## src/rtl/fwm_pkg.sv

```systemverilog
package fwm_pkg;

    localparam int unsigned FWM_MAX_N = 32;

    function automatic int unsigned count_set(logic [63:0] v);
        int unsigned n;
        n = 0;
        for (int i = 0; i < 64; i++) begin
            n += 32'(v[i]);
        end
        return n;
    endfunction

    function automatic int unsigned cnt_width(int unsigned w);
        return $clog2(w + 1);
    endfunction

endpackage

```

## src/rtl/fwm_ones.sv

```systemverilog
module fwm_ones #(
    parameter int unsigned W  = 8,
    parameter int unsigned OW = 4
) (
    input  logic [W-1:0]  bits,
    output logic [OW-1:0] cnt
);
    generate
        if (W == 1) begin : g_leaf
            assign cnt = OW'(bits[0]);
        end else begin : g_node
            localparam int unsigned LW  = W / 2;
            localparam int unsigned RW  = W - LW;
            localparam int unsigned LOW = $clog2(LW + 1);
            localparam int unsigned ROW = $clog2(RW + 1);
            logic [LOW-1:0] lo_cnt;
            logic [ROW-1:0] hi_cnt;
            fwm_ones #(.W(LW), .OW(LOW)) u_lo (.bits(bits[LW-1:0]), .cnt(lo_cnt));
            fwm_ones #(.W(RW), .OW(ROW)) u_hi (.bits(bits[W-1:LW]), .cnt(hi_cnt));
            assign cnt = OW'(lo_cnt) + OW'(hi_cnt);
        end
    endgenerate
endmodule

```

## src/rtl/fwm_ppgen.sv

```systemverilog
module fwm_ppgen #(
    parameter int unsigned N = 8
) (
    input  logic [N-1:0] a,
    input  logic [N-1:0] b,
    output logic [N-1:0] keep_col [N-1],
    output logic [N-1:0] diag
);
    // keep_col[k] holds the products of column N+k, row index i
    generate
        for (genvar k = 0; k < N - 1; k++) begin : g_col
            for (genvar i = 0; i < N; i++) begin : g_row
                localparam int J = int'(N) + k - i;
                if (J < int'(N)) begin : g_on
                    assign keep_col[k][i] = a[i] & b[J];
                end else begin : g_off
                    assign keep_col[k][i] = 1'b0;
                end
            end
        end
        for (genvar i = 0; i < N; i++) begin : g_diag
            assign diag[i] = a[i] & b[N-1-i];
        end
    endgenerate
endmodule

```

## src/rtl/fwm_comp.sv

```systemverilog
module fwm_comp #(
    parameter int unsigned N    = 8,
    parameter logic [N-1:0] MASK = '0,
    parameter int unsigned CW   = 4
) (
    input  logic [N-1:0]  diag,
    output logic [CW-1:0] std_cnt,
    output logic [CW-1:0] lsb_cnt
);
    import fwm_pkg::*;

    logic [N-1:0] std_bits;
    logic [N-1:0] lsb_bits;

    assign std_bits = diag & ~MASK;
    assign lsb_bits = diag & MASK;

    fwm_ones #(.W(N), .OW(CW)) u_std_tree (.bits(std_bits), .cnt(std_cnt));
    fwm_ones #(.W(N), .OW(CW)) u_lsb_tree (.bits(lsb_bits), .cnt(lsb_cnt));

    always_comb begin
        assert_split_disjoint_R3: assert (32'(std_cnt) + 32'(lsb_cnt) == count_set(64'(diag)))
            else $error("compensation groups do not cover the diagonal exactly");
    end
endmodule

```

## src/rtl/fwm_reduce.sv

```systemverilog
module fwm_reduce #(
    parameter int unsigned N  = 8,
    parameter int unsigned CW = 4,
    parameter int unsigned TW = 10
) (
    input  logic [N-1:0]  keep_col [N-1],
    input  logic [CW-1:0] std_cnt,
    input  logic [CW-1:0] lsb_cnt,
    output logic [TW-1:0] kept_sum,
    output logic [TW-1:0] total
);
    // All sums are in units of 2^(N-1)
    logic [CW-1:0] col_cnt [N-1];
    logic [TW-1:0] acc;

    generate
        for (genvar k = 0; k < N - 1; k++) begin : g_cnt
            fwm_ones #(.W(N), .OW(CW)) u_col (.bits(keep_col[k]), .cnt(col_cnt[k]));
        end
    endgenerate

    always_comb begin
        acc = '0;
        for (int k = 0; k < int'(N) - 1; k++) begin
            acc = acc + (TW'(col_cnt[k]) << (k + 1));
        end
        kept_sum = acc;
        total    = acc + TW'(std_cnt) + (TW'(lsb_cnt) << 1);
    end

    always_comb begin
        assert_kept_even_R2: assert (kept_sum[0] == 1'b0)
            else $error("kept region contributed below the output LSB column");
    end
endmodule

```

## src/rtl/fixed_width_mult.sv

```systemverilog
module fixed_width_mult #(
    parameter int unsigned N    = 8,
    parameter logic [N-1:0] MASK = 8'h81
) (
    input  logic [N-1:0] a,
    input  logic [N-1:0] b,
    output logic [N-1:0] p_hi
);
    import fwm_pkg::*;

    localparam int unsigned CW = cnt_width(N);
    localparam int unsigned TW = N + 2;

    logic [N-1:0]  keep_col [N-1];
    logic [N-1:0]  diag;
    logic [CW-1:0] std_cnt;
    logic [CW-1:0] lsb_cnt;
    logic [TW-1:0] kept_sum;
    logic [TW-1:0] total;

    fwm_ppgen #(.N(N)) u_ppgen (
        .a(a), .b(b), .keep_col(keep_col), .diag(diag)
    );

    fwm_comp #(.N(N), .MASK(MASK), .CW(CW)) u_comp (
        .diag(diag), .std_cnt(std_cnt), .lsb_cnt(lsb_cnt)
    );

    fwm_reduce #(.N(N), .CW(CW), .TW(TW)) u_reduce (
        .keep_col(keep_col), .std_cnt(std_cnt), .lsb_cnt(lsb_cnt),
        .kept_sum(kept_sum), .total(total)
    );

    assign p_hi = total[N:1];

    always_comb begin
        assert_no_overflow_R5: assert (total[TW-1] == 1'b0)
            else $error("compensated sum exceeded N+1 bits");
        assert_zero_operand_R7: assert (!((a == '0) || (b == '0)) || (p_hi == '0))
            else $error("zero operand gave a nonzero result");
        assert_comp_window_R1: assert ((32'(p_hi) >= 32'(kept_sum[N:1])) &&
                                       (32'(p_hi) <= 32'(kept_sum[N:1]) + N))
            else $error("compensation outside 0..N LSB");
    end

    initial begin
        assert_min_width_R1: assert (N >= 2 && N <= FWM_MAX_N)
            else $error("operand width out of supported range");
    end
endmodule

```

## config.mk

```make
export PLATFORM = sky130hd
export DESIGN_NAME = fixed_width_mult
export DESIGN_NICKNAME = d
export VERILOG_FILES = /design/src/rtl/fwm_pkg.sv /design/src/rtl/fwm_ones.sv /design/src/rtl/fwm_ppgen.sv /design/src/rtl/fwm_comp.sv /design/src/rtl/fwm_reduce.sv /design/src/rtl/fixed_width_mult.sv
export SDC_FILE = /design/constraint.sdc
export NUM_CORES = 1
export LEC_CHECK = 0
export ABC_AREA = 1
export ABC_CLOCK_PERIOD_IN_PS = 19300
export CORE_ASPECT_RATIO = 0.8
export CORE_UTILIZATION = 42
export DETAILED_ROUTE_END_ITERATION = 8
export PLACE_DENSITY = 0.61
export SLEW_MARGIN = 10
export SYNTH_ARGS = -nofsm -noshare
export SYNTH_HDL_FRONTEND = slang
export SYNTH_HIERARCHICAL = 1
export SYNTH_SLANG_ARGS = --single-unit
```

## constraint.sdc

```tcl
create_clock -name vclk -period 19.3
set_clock_uncertainty 0.15 [all_clocks]
set_input_delay 3.86 -clock vclk [all_inputs]
set_output_delay 3.86 -clock vclk [all_outputs]
set_load 0.05 [all_outputs]
```

==> impl_metrics.csv <==
group,metric,value,unit
run_status,outcome,"complete, but fails checks",
run_status,violations,"DRC",
critical_path,critPathLaunch,"a[7]",
critical_path,crit_top_cell,"inv_1",
layout,nClkBuffers,0,
drt,drt_wl_total,5241,microns
global_route,antenna_found_initial,0,
global_route,grt_pass1_vias,2451,
drt,detail-route-antenna-nets,0,
critical_path,cpMaxStageDelayCell,"clkdlybuf4s50_1",
cts,cts_resized,0,
synth,ys_warn_count,6,
hold_path,whs_path_depth,10,
sta,final_hold_viol_count,0,
flow_run,drv_cap,0,
global_route,globalRouteOverflowTotal,0,
die,core-area,9154,sq um
sta,rsz0062_at_grt,"no",
die,start_util,43.75,%
layout,area_growth_syn_to_layout,-6.217,%
synth,synthCells,537,
die,die_w,111.2,microns
drt,viasPerCell,3.941,
sta,whs,9.518,ns
critical_path,crit_end,"p_hi[7]",
placed_design,finalWeightedCongestion,0.8158,
critical_path,max_stage_delay,0.81,ns
cts,postCtsSetupBuffers,0,
critical_path,setup.worst_path.class,"input port to output pin",
drt,route.detailed.drc,4,
layout,fin_nets,644,
die,rows,31,
drt,dr.pass1.iters,8,
sta,final-setup-viol-count,0,
synth,synth_area,4005,sq um
global_route,grt_start_max_net_pins,9,
global_route,grt_pass1_wl,9825,microns
sta,finalCritPeriodShare,71.78,%
die,die_h,89.34,microns
sta,fin_crit,13.85,ns
die,io_pins,24,
sta,fmax,72.18,MHz
critical_path,cp_data_required_time,15.29,ns
layout,fillers,981,
placed_design,port_buffers,24,
layout,regArea,0,sq um
layout,seq_cell_count,0,
sta,slew_viol_final,0,
die,dieArea,9933,sq um
critical_path,end_kind,"output pin",
hold_path,min_path_type,"input port to output pin",
drt,via_count,2396,
layout,n_antenna_cell,0,
sta,tns,0,ns
placed_design,dpl.hpwl,5074,microns
layout,drive_gt1_share,1.623,%
drt,wire_per_inst,8.620,microns
critical_path,worstPathArrival,9.84,ns
critical_path,start_kind,"input port",
critical_path,worstPathMaxFanout,8,
cts,holdBufCountCts,0,
drt,first_iter_violations,64,
global_route,grt.total_usage,11.71,%
synth,postSynthAreaPerCell,7.458,sq um
cells in the final DEF, fill, tap and decap left out:
master           count
ha_1                91
a21oi_1              2
inv_1              206
xnor2_2              1
conb_1              36
xor2_1               4
nand2_1             52
fa_1                42
a21oi_2              1
clkdlybuf4s50_1     24
nand2_2              3
o21ai_0              1
xnor2_1              9
nand3_1             18
nor2_2               1
nand3_2              2
critical path: cells and delay by family:
kind                     cells  cell delay (ns)
buffers and inverters       10             2.00
adder cells (fa/ha/maj)      9             3.19
AND/OR/NAND/NOR              3             0.23
AO/OA/AOI/OAI                2             0.30
XOR/XNOR                     2             0.26
final cells by class:
type / instances / area (sq um) / area share [%]
inverter: 206 / 773.2 / 20.59
tap: 115 / 143.9 / 3.831
multi-input combinational: 263 / 2599 / 69.19
timing repair buffer: 24 / 240.2 / 6.396
how the worst min path moves through the flow:
stage	start	endpoint	slack, ns
floorplan	b[1]	p_hi[0]	8.54
global placement	b[0]	p_hi[0]	9.52
detailed placement	b[0]	p_hi[0]	9.53
CTS	b[0]	p_hi[0]	9.53
global route	b[0]	p_hi[0]	9.66
finish	b[0]	p_hi[0]	9.52
stage by stage:
stage / instance area [sq um] / setup WS (ns) / util, % / cells
after floorplan: 4133 / 6.297 / - / 571
after global placement: 3756 / 5.511 / 41.03 / 608
after detailed placement: 3756 / 5.430 / 41.03 / 608
after CTS: 3756 / 5.434 / 41.03 / 608
after global routing: 3756 / 5.003 / 41.03 / 608
final: 3756 / 5.446 / 41.03 / 608
per-layer routing:
metal	up-vias	part of all wire (%)	GRT usage (%)
li1	1286	-	-
met1	1081	54	16.43
met2	29	44	21.65
met3	0	1.7	0.2034
met4	0	0	0.1229
met5	-	0	0
Power is not shown: default switching activity piles up to over one toggle a cycle in this logic, so the estimate is an artifact.
